$ cat config.mk
export PLATFORM = sky130hd
export DESIGN_NAME = lc_cache
export DESIGN_NICKNAME = d
export VERILOG_FILES = /design/src/rtl/lc_pkg.sv /design/src/rtl/lc_tag_match.sv /design/src/rtl/lc_lru.sv /design/src/rtl/lc_fill_ctrl.sv /design/src/rtl/lc_cache.sv
export SDC_FILE = /design/constraint.sdc
export NUM_CORES = 2
export LEC_CHECK = 0
export BUFFER_PORTS_ARGS = -buffer_cell sky130_fd_sc_hd__buf_2
export CORE_ASPECT_RATIO = 0.5
export CORE_MARGIN = 2
export CORE_UTILIZATION = 45
export DETAILED_ROUTE_END_ITERATION = 16
export PLACE_DENSITY = 0.63
export SYNTH_ARGS = -nofsm -noshare
export SYNTH_HDL_FRONTEND = slang
export SYNTH_SLANG_ARGS = --single-unit
$ cat constraint.sdc
create_clock -name clk -period 36.6 [get_ports clk]
set_input_delay 5.49 -clock clk [delete_from_list [all_inputs] [get_ports clk]]
set_output_delay 5.49 -clock clk [all_outputs]
set_load 0.05 [all_outputs]
$ cat src/rtl/lc_pkg.sv
package lc_pkg;
    localparam int unsigned LC_AW    = 32;
    localparam int unsigned LC_DW    = 32;
    localparam int unsigned LC_WORDS = 4;
    localparam int unsigned LC_WSELW = $clog2(LC_WORDS);
    localparam int unsigned LC_OFFW  = LC_WSELW + $clog2(LC_DW / 8);
    localparam int unsigned LC_TAGW  = LC_AW - LC_OFFW;

    typedef struct packed {
        logic               valid;
        logic               lock;
        logic               instr;
        logic [LC_TAGW-1:0] tag;
    } lc_tag_t;

    typedef enum logic {FC_IDLE, FC_FILL} fc_state_t;

    // Line compare: masked-out address bits never take part.
    function automatic logic line_match(lc_tag_t t, logic [LC_TAGW-1:0] msk,
                                        logic [LC_TAGW-1:0] atag, logic instr);
        return t.valid && (t.instr == instr) && (((t.tag ^ atag) & ~msk) == '0);
    endfunction
endpackage

$ cat src/rtl/lc_tag_match.sv
module lc_tag_match
    import lc_pkg::*;
#(
    parameter int unsigned LINES  = 16,
    parameter int unsigned MASK_A = 10,
    parameter int unsigned MASK_B = 11,
    localparam int unsigned IDXW  = $clog2(LINES)
) (
    input  logic                       clk,
    input  logic                       rst,
    input  lc_tag_t [LINES-1:0]        tags,
    input  logic [LC_TAGW-1:0]         lk_tag,
    input  logic                       lk_instr,
    input  logic                       mw_en,
    input  logic [IDXW-1:0]            mw_line,
    input  logic [LC_TAGW-1:0]         mw_mask,
    output logic                       hit_any,
    output logic [IDXW-1:0]            hit_idx
);
    logic [LINES-1:0] match;

    for (genvar i = 0; i < LINES; i++) begin : g_line
        logic [LC_TAGW-1:0] msk;
        if (i == MASK_A || i == MASK_B) begin : g_mask
            always_ff @(posedge clk) begin
                if (rst)                                  msk <= '0;
                else if (mw_en && mw_line == IDXW'(i))    msk <= mw_mask;
            end
        end else begin : g_nomask
            assign msk = '0;
        end
        assign match[i] = line_match(tags[i], msk, lk_tag, lk_instr);
    end

    always_comb begin
        hit_idx = '0;
        for (int i = LINES - 1; i >= 0; i--)
            if (match[i]) hit_idx = IDXW'(i);
    end
    assign hit_any = |match;
endmodule

$ cat src/rtl/lc_lru.sv
module lc_lru #(
    parameter int unsigned LINES = 16,
    localparam int unsigned IDXW = $clog2(LINES)
) (
    input  logic             clk,
    input  logic             rst,
    input  logic             touch_en,
    input  logic [IDXW-1:0]  touch_idx,
    input  logic [LINES-1:0] lock_vec,
    output logic [IDXW-1:0]  victim_idx,
    output logic             victim_ok
);
    // Rank 0 is most recent; ranks always form a permutation.
    logic [IDXW-1:0] rank [LINES];

    always_ff @(posedge clk) begin
        if (rst) begin
            for (int i = 0; i < LINES; i++) rank[i] <= IDXW'(i);
        end else if (touch_en) begin
            for (int i = 0; i < LINES; i++) begin
                if (IDXW'(i) == touch_idx)           rank[i] <= '0;
                else if (rank[i] < rank[touch_idx])  rank[i] <= rank[i] + 1'b1;
            end
        end
    end

    always_comb begin
        logic [IDXW-1:0] best;
        best       = '0;
        victim_ok  = 1'b0;
        victim_idx = '0;
        for (int i = 0; i < LINES; i++) begin
            if (!lock_vec[i] && (!victim_ok || rank[i] > best)) begin
                victim_ok  = 1'b1;
                victim_idx = IDXW'(i);
                best       = rank[i];
            end
        end
    end
endmodule

$ cat src/rtl/lc_fill_ctrl.sv
module lc_fill_ctrl
    import lc_pkg::*;
#(
    parameter int unsigned LINES = 16,
    localparam int unsigned IDXW = $clog2(LINES)
) (
    input  logic                clk,
    input  logic                rst,
    input  logic                miss_go,
    input  logic [LC_TAGW-1:0]  miss_tag,
    input  logic [LC_WSELW-1:0] miss_word,
    input  logic                miss_instr,
    input  logic [IDXW-1:0]     victim_idx,
    input  logic                victim_ok,
    input  logic [LINES-1:0]    pend_vec,
    input  lc_tag_t [LINES-1:0] tags,
    input  logic                mem_beat,
    input  logic [LC_DW-1:0]    mem_rdata,
    output logic                idle,
    output logic                mem_req,
    output logic [LC_AW-1:0]    mem_addr,
    output logic                wr_en,
    output logic [IDXW-1:0]     wr_line,
    output logic [LC_WSELW-1:0] wr_word,
    output logic                fill_done,
    output logic [IDXW-1:0]     done_line,
    output logic [LC_TAGW-1:0]  done_tag,
    output logic                done_instr,
    output logic                done_alloc,
    output logic                done_preload,
    output logic                rsp_valid,
    output logic [LC_DW-1:0]    rsp_data
);
    fc_state_t           state;
    logic [IDXW-1:0]     f_line, pend_idx;
    logic [LC_TAGW-1:0]  f_tag;
    logic [LC_WSELW-1:0] f_word, beat;
    logic                f_instr, f_alloc, f_pre;
    logic [LC_DW-1:0]    hold;

    always_comb begin
        pend_idx = '0;
        for (int i = LINES - 1; i >= 0; i--)
            if (pend_vec[i]) pend_idx = IDXW'(i);
    end

    assign idle      = (state == FC_IDLE);
    assign mem_req   = (state == FC_FILL);
    assign mem_addr  = {f_tag, {LC_OFFW{1'b0}}};
    assign wr_en     = mem_req && mem_beat && f_alloc;
    assign wr_line   = f_line;
    assign wr_word   = beat;
    assign fill_done = mem_req && mem_beat && (beat == LC_WSELW'(LC_WORDS - 1));
    assign done_line = f_line;
    assign done_tag  = f_tag;
    assign done_instr   = f_instr;
    assign done_alloc   = f_alloc;
    assign done_preload = f_pre;

    always_ff @(posedge clk) begin
        if (rst) begin
            state <= FC_IDLE;
            {f_line, f_tag, f_word, beat, f_instr, f_alloc, f_pre} <= '0;
            hold      <= '0;
            rsp_valid <= 1'b0;
            rsp_data  <= '0;
        end else begin
            rsp_valid <= fill_done && !f_pre;
            if (fill_done) rsp_data <= (beat == f_word) ? mem_rdata : hold;
            case (state)
                FC_IDLE: begin
                    beat <= '0;
                    if (|pend_vec) begin
                        state   <= FC_FILL;
                        f_line  <= pend_idx;
                        f_tag   <= tags[pend_idx].tag;
                        f_instr <= tags[pend_idx].instr;
                        f_word  <= '0;
                        f_alloc <= 1'b1;
                        f_pre   <= 1'b1;
                    end else if (miss_go) begin
                        state   <= FC_FILL;
                        f_line  <= victim_idx;
                        f_tag   <= miss_tag;
                        f_instr <= miss_instr;
                        f_word  <= miss_word;
                        f_alloc <= victim_ok;
                        f_pre   <= 1'b0;
                    end
                end
                FC_FILL: begin
                    if (mem_beat) begin
                        beat <= beat + 1'b1;
                        if (beat == f_word) hold <= mem_rdata;
                        if (fill_done) state <= FC_IDLE;
                    end
                end
                default: state <= FC_IDLE;
            endcase
        end
    end
endmodule

$ cat src/rtl/lc_cache.sv
module lc_cache
    import lc_pkg::*;
#(
    parameter int unsigned LINES  = 16,
    parameter int unsigned MASK_A = 10,
    parameter int unsigned MASK_B = 11,
    localparam int unsigned IDXW  = $clog2(LINES)
) (
    input  logic                clk,
    input  logic                rst,
    input  logic                lk_valid,
    input  logic [LC_AW-1:0]    lk_addr,
    input  logic                lk_instr,
    output logic                lk_ready,
    output logic                lk_hit,
    output logic [LC_DW-1:0]    lk_rdata,
    output logic                rsp_valid,
    output logic [LC_DW-1:0]    rsp_data,
    input  logic                tw_en,
    input  logic [IDXW-1:0]     tw_line,
    input  logic [LC_TAGW-1:0]  tw_tag,
    input  logic                tw_valid,
    input  logic                tw_lock,
    input  logic                tw_instr,
    input  logic                mw_en,
    input  logic [IDXW-1:0]     mw_line,
    input  logic [LC_TAGW-1:0]  mw_mask,
    output logic                mem_req,
    output logic [LC_AW-1:0]    mem_addr,
    input  logic                mem_beat,
    input  logic [LC_DW-1:0]    mem_rdata
);
    lc_tag_t [LINES-1:0] tag_q;
    logic [LC_DW-1:0]    data_q [LINES][LC_WORDS];
    logic [LINES-1:0]    pend_q, lock_vec;
    logic                hit_any, victim_ok, idle, miss_go;
    logic [IDXW-1:0]     hit_idx, victim_idx;
    logic                wr_en, fill_done, done_instr, done_alloc, done_preload;
    logic [IDXW-1:0]     wr_line, done_line;
    logic [LC_WSELW-1:0] wr_word;
    logic [LC_TAGW-1:0]  done_tag;

    for (genvar i = 0; i < LINES; i++) begin : g_lock
        assign lock_vec[i] = tag_q[i].lock;
    end

    assign lk_ready = idle && !(|pend_q);
    assign lk_hit   = lk_valid && lk_ready && hit_any;
    assign miss_go  = lk_valid && lk_ready && !hit_any;
    assign lk_rdata = lk_hit ? data_q[hit_idx][lk_addr[LC_OFFW-1:LC_OFFW-LC_WSELW]] : '0;

    lc_tag_match #(.LINES(LINES), .MASK_A(MASK_A), .MASK_B(MASK_B)) u_match (
        .clk(clk), .rst(rst), .tags(tag_q),
        .lk_tag(lk_addr[LC_AW-1:LC_OFFW]), .lk_instr(lk_instr),
        .mw_en(mw_en), .mw_line(mw_line), .mw_mask(mw_mask),
        .hit_any(hit_any), .hit_idx(hit_idx)
    );

    lc_lru #(.LINES(LINES)) u_lru (
        .clk(clk), .rst(rst),
        .touch_en(lk_hit || (fill_done && done_alloc)),
        .touch_idx(lk_hit ? hit_idx : done_line),
        .lock_vec(lock_vec), .victim_idx(victim_idx), .victim_ok(victim_ok)
    );

    lc_fill_ctrl #(.LINES(LINES)) u_fill (
        .clk(clk), .rst(rst), .miss_go(miss_go),
        .miss_tag(lk_addr[LC_AW-1:LC_OFFW]),
        .miss_word(lk_addr[LC_OFFW-1:LC_OFFW-LC_WSELW]), .miss_instr(lk_instr),
        .victim_idx(victim_idx), .victim_ok(victim_ok),
        .pend_vec(pend_q), .tags(tag_q),
        .mem_beat(mem_beat), .mem_rdata(mem_rdata),
        .idle(idle), .mem_req(mem_req), .mem_addr(mem_addr),
        .wr_en(wr_en), .wr_line(wr_line), .wr_word(wr_word),
        .fill_done(fill_done), .done_line(done_line), .done_tag(done_tag),
        .done_instr(done_instr), .done_alloc(done_alloc), .done_preload(done_preload),
        .rsp_valid(rsp_valid), .rsp_data(rsp_data)
    );

    always_ff @(posedge clk) begin
        if (wr_en) data_q[wr_line][wr_word] <= mem_rdata;
    end

    always_ff @(posedge clk) begin
        if (rst) begin
            tag_q  <= '0;
            pend_q <= '0;
        end else begin
            if (miss_go && victim_ok) tag_q[victim_idx].valid <= 1'b0;
            if (fill_done && done_alloc) begin
                tag_q[done_line].valid <= 1'b1;
                tag_q[done_line].instr <= done_instr;
                tag_q[done_line].tag   <= done_tag;
            end
            if (fill_done && done_preload) pend_q[done_line] <= 1'b0;
            if (tw_en) begin
                tag_q[tw_line]  <= '{valid: tw_valid, lock: tw_lock, instr: tw_instr, tag: tw_tag};
                pend_q[tw_line] <= tw_lock && !tw_valid;
            end
        end
    end
endmodule

; ---- After elaboration in Yosys (flattened, before gate mapping)
; Memories as Yosys holds them, arrays and structs flattened.
; Index checks and enable logic that the tools add are counted.
[op_classes]
mux = 315
n_bitwise = 57
reduce_logical = 136
n_addsub = 17
order_cmp = 41
n_eq_ne = 36
[ops]
columns = operator, n
row1 = 496-bit bitwise mux, 5
row2 = 496-bit 2-to-1 mux, 5
row3 = 31-bit demux with 4-bit select, 5
row4 = 28-bit logical NOT, 16
row5 = 28-bit bitwise XOR, 16
row6 = 4-bit 2-to-1 mux, 90
row7 = 1-bit 2-to-1 mux, 176
row8 = 32-bit 2-to-1 mux, 5
row9 = 128-bit 2-to-1 mux, 1
row10 = 31-bit binary-select mux with 4-bit select, 1
row11 = 31-bit 2-to-1 mux, 3
row12 = 28-bit 2-to-1 mux, 3
row13 = 1-bit logical AND, 65
row14 = 4-bit by 1-bit adder with 4-bit output (second input constant), 16
row15 = 32-bit binary-select mux with 2-bit select, 1
row16 = 32-bit demux with 2-bit select, 1
row17 = 4-bit less-than comparator, 16
row18 = 4-bit greater-than comparator, 15
row19 = 29-bit 2-to-1 mux, 2
row20 = 28-bit AND, 2
row21 = 28-bit inverter, 2
row22 = 16-bit 2-to-1 mux, 3
row23 = 1-bit logical NOT, 33
row24 = 4-bit equality test (first input constant), 8
row25 = 29 further kinds, 112
[totals]
elab_cells = 682
mem_count = 2
input_bits = 138
mem_bits_rw = 2112
reg_bits = 673
[mem_list]
columns = memory, words, word_bits, read_ports, rd_ports_with_merged_regs, write_ports, line
row1 = data_q, 16, 128, 1, 0, 1, lc_cache.sv:34  ; logic [LC_DW-1:0] data_q [LINES][LC_WORDS];
row2 = u_lru.rank, 16, 4, 17, 0, 16, lc_lru.sv:14  ; logic [IDXW-1:0] rank [LINES];

; ---- Depth between registers and ports, before layout
; An unclocked memory read counts as a cell.
[logic_depth]
depth_word = 76
mapped_depth = 134
mapped_depth_nobuf = 131

; ---- Hierarchy
; Synthesis repeated with hierarchy kept, for this count alone.
[hier_totals]
hier_cells = 8877
area_unflattened_um2 = 125679.3
[by_module_without_submodules]
columns = mod, cells_each, seq_area_each_um2, instances, area_each_um2
row1 = lc_cache, 5799, 71748.8, 1, 101358.5
row2 = lc_fill_ctrl, 1231, 2102.0, 1, 8695.8
row3 = lc_lru, 860, 1921.8, 1, 7927.6
row4 = lc_tag_match, 987, 1121.1, 1, 7697.4

; ---- Least setup slack after synthesis
; No wires, ideal clock.
[synth_path]
kind = flip-flop to flip-flop
startpoint = reg tag_q (netlist bit lock_vec[0])
endpoint = reg tag_q[371] in the netlist's numbering
required_time_ps = 36478
path_stages_with_launch = 127
synth_period_minus_slack_ps = 23971
setup_time_ps = 122
setup_slack_ps = 12629
arrival_time_ps = 23849
n_path_buf = 3
cell_sequence = dfxtp_1 > buf_6 > inv_1 > nand2_1 > ha_1 > nor2b_4 > o211ai_2 > a31oi_2 > mux2i_1 > inv_1 > ha_1 > a221oi_1 > a211o_1 > mux2_2 > inv_1 > ha_1 > nor2b_1 > o31ai_1 > [... 91 more ...] > nand2b_1 > a21oi_1 > a41o_1 > a21oi_1 > mux2_2 > ha_1 > nor2b_1 > o21ai_0 > nand2b_1 > a21oi_1 > a41o_1 > a21oi_1 > nor2_1 > and2_1 > or3b_1 > nor2_1 > a21boi_0 > o31a_1
[synth_between]
elab_chain_cells = 75
[synth_lines]
columns = item, line
row1 = from (decl), lc_cache.sv:33  ; lc_tag_t [LINES-1:0] tag_q;
row2 = "from (signal, indexed assignment)", lc_cache.sv:97  ; tag_q[tw_line] <= '{valid: tw_valid, lock: tw_lock, instr: tw_instr, tag: tw_tag};
row3 = 4-bit 2-to-1 mux, lc_lru.sv:33  ; if (!lock_vec[i] && (!victim_ok || rank[i] > best)) begin
row4 = 4-bit greater-than comparator, lc_lru.sv:33
row5 = 1-bit logical OR, lc_lru.sv:33
row6 = 1-bit logical AND, lc_lru.sv:33
row7 = 4-bit 2-to-1 mux / 1-bit 2-to-1 mux (equally long branches), lc_lru.sv:33
row8 = 4-bit greater-than comparator / 1-bit logical NOT (equally long branches), lc_lru.sv:33
row9 = 1-bit logical OR, lc_lru.sv:33
row10 = 1-bit logical AND, lc_lru.sv:33
row11 = [... 59 more ...], --
row12 = 496-bit 2-to-1 mux (*), lc_cache.sv:85  ; if (rst) begin
row13 = 496-bit bitwise mux, lc_cache.sv:91  ; tag_q[done_line].valid <= 1'b1;
row14 = 496-bit bitwise mux, lc_cache.sv:92  ; tag_q[done_line].instr <= done_instr;
row15 = 496-bit bitwise mux, lc_cache.sv:93  ; tag_q[done_line].tag <= done_tag;
row16 = 496-bit 2-to-1 mux (*), lc_cache.sv:90  ; if (fill_done && done_alloc) begin
row17 = 496-bit 2-to-1 mux (*), lc_cache.sv:85
row18 = 496-bit bitwise mux, lc_cache.sv:97
row19 = 496-bit 2-to-1 mux (*), lc_cache.sv:96  ; if (tw_en) begin
; Every way passes the cells marked *; elsewhere a longest branch is shown, timed or not. The select of a mux whose other input is x is not followed.
; A chain may end at the register's enable or synchronous reset.

; ---- Worst setup path after layout
[layout_path]
startpoint = reg tag_q (netlist bit lock_vec[0])
endpoint = reg tag_q[278] in the netlist's numbering
; The elaborated chain is that of the path after synthesis.

==> results.tsv <==
metric	value	unit
critical path's most frequent cell	ha_1	
top cell type's share of synthesized area	49.1	%
Worst-Margin Slew	1.21	ns
critical path class	flop to flop	
FP Rows	139	
final core occ	49.7	%
Sinks on Clock Net	2785	
worst min path class	flop to flop	
async set or reset register ratio after synthesis	0	%
DP Area	0.134	mm^2
most numerous cell in the Yosys netlist	nand2_1	
worst skew pair latency	0.86	ns
Fin. Hold Viols	0	
CTS tree	done	
CTS buffer count	268	
Iter 0 DRT Violations	12100	
Place WS	8.15	ns
post-route setup slack	7.73	ns
number of synthesized flops with an enable pin	2112	
Port Buffer Count	231	
Clock Tree Buf Depth	4	
Synth-to-Final Area Change	10.1	%
routed vias/inst	6.09	
VDD IR max	97.8	uV
worst hold margin	0.454	ns
crit path buf inv count	10	
cell total after placement	15100	
initial antenna violation count	19	
WHS Path Cells	2	
CP endpoint kind	flop	
P_leak	49.4	nW
CP Launch Point	lock_vec[0]	
# setup viols final	0	
Initial Util	45.1	%
Reg2Reg Setup Slack	7.73	ns
TNS Setup	0	ns
Clock Root Buffer	clkbuf_16	
Crit path depth	124	
Slew headroom	19.6	%
first-pass GRT wire length	618000	um
Period minus WS final	28.87	ns
synth top area cells	edfxtp_1, dfxtp_1, nand2_1	
Slew Viols, Final	0	
Die Area	0.292	mm^2
Hold Buf Count CTS	0	
Nets	11800	
chip height	383	um
clock slew seen by the registers of the worst setup and hold paths	0.07	ns
io pins	238	
drt drc	0	
Hold Path Origin	u_fill.hold[11]	
cell count after synthesis	11700	
Slowest Stage Delay on Critical Path	0.78	ns
Final ANT Viol Nets	0	
cell taking the most area after synthesis	edfxtp_1	
Core Footprint	0.286	mm^2
library cells used by synthesis	89	
Post-synth top cells	nand2_1, edfxtp_1, a211oi_1, nor2_1, clkbuf_1	
die width	762	um
Synth Warn #	0	
fin crit share	78.9	%
Most used DFF post-synth	edfxtp_1	
Tot Pwr	7.98	mW
FF-to-FF Start	lock_vec[0]	
routed via count	94600	
Placer Congestion	0.966	
vias in the first global route	87300	
pwr dens	56.1	mW/mm^2
fmax	0.0346	GHz
WL per Instance	27.7	um
htree depth	5	
grt ovf	0	
Fillers	25000	
GR Util All Layers	28.5	%
fin area	0.142	mm^2
drt total wl	430000	um
Top delay family on crit path	compound AO/OA/AOI/OAI gates	
RSZ-0062 raised after global routing	no	
layout cells sized above 1	9.66	%
Yosys reg bits	2785	
post-cts resize count	0	
final non-filler cell total	15500	
CP Max Fanout	11	
Setup Buffers After CTS	0	
Avg Synthesized Cell Area	11.0	um^2
Mapped Area	0.129	mm^2
critical path's slowest cell	a21oi_1	
cell count of the worst reg-to-reg path	124	
worst clock skew	0.0545	ns
Worst EP arrival	29.55	ns
Seq/Total Area, Yosys	59.5	%
crit path launch type	flop	
First-pass DRT Iterations	5	
DP HPWL	260000	um
largest net degree at the start of global routing	196	
status	finished, final reports clean	
number of max-cap violations	0	
WP data required	37.28	ns
==> cell type report <==
class	count	area, um^2	area share, %
Antenna cell	10	25.0	0.0176
Clock inverter	113	903	0.635
Sequential cell	2785	76900	54.0
Timing Repair Buffer	466	3090	2.17
Tap cell	3807	4760	3.35
Multi-Input combinational cell	7892	48900	34.3
Inverter	102	390	0.274
Clock buffer	355	7370	5.18
==> per-layer routing <==
layer | routed length (um) | track usage [%]
met2 | 188000 | 42.8
met1 | 183000 | 40.9
met5 | 37 | 0
met3 | 40600 | 5.53
met4 | 18800 | 11.2
==> worst register-to-register path, delay by kind of cell, from the launching register on <==
family                     cells  cell delay, ns
and+or+nand+nor               36            5.93
adders and majority gates     15            4.08
AOI/OAI and AO/OA             51           13.08
muxes                         12            4.32
DFF                            1            0.59
buffers and inverters         10            0.73
==> state kept, by name (all words and copies together), names as in the netlist, 2 cells and up <==
signal	cells
data_q	2048
lock_vec	16
pend_q	16
tag_q	480
u_fill.done_line	4
u_fill.done_tag	28
u_fill.f_word	2
u_fill.hold	32
u_fill.rsp_data	32
u_fill.wr_word	2
u_lru.rank	64
u_match.g_line.msk	56
==> cells by family after synthesis <==
kind of cell	Yosys count	share of synthesized area, %
muxes	688	6.54
and+or+nand+nor	4253	14.2
DFF	2785	59.5
xor gates and xnor gates	492	3.33
buffers and inverters	1070	3.20
AOI/OAI and AO/OA	2335	12.0
adders and majority gates	120	1.16
other	1	0.00290
==> power breakdown <==
| part | switching [mW] | total (mW) | internal, mW | leakage, nW |
|---|---|---|---|---|
| sequential | 0.0424 | 3.46 | 3.42 | 24.4 |
| combinational | 1.11 | 1.79 | 0.675 | 20.9 |
| clock | 1.23 | 2.73 | 1.51 | 4.06 |
==> cell usage in the layout (no fill, tap or decap), types with 230 or more instances in the layout <==
master     instances
a211oi_1         774
a21oi_1          359
a31oi_1          307
and2_1           261
buf_2            230
clkbuf_16        279
dfxtp_1          673
edfxtp_1        2112
mux2i_1          511
nand2_1         2376
nand3_1          323
nor2_1           684
o21ai_0          331
xnor2_1          445
==> final timing paths <==
check,to
setup / recovery,tag_q[278]
hold reg to reg,u_fill.hold[11]
hold / removal,u_fill.hold[11]
setup reg to reg,tag_q[278]
Note: power is estimated with default switching activity, not from simulation.
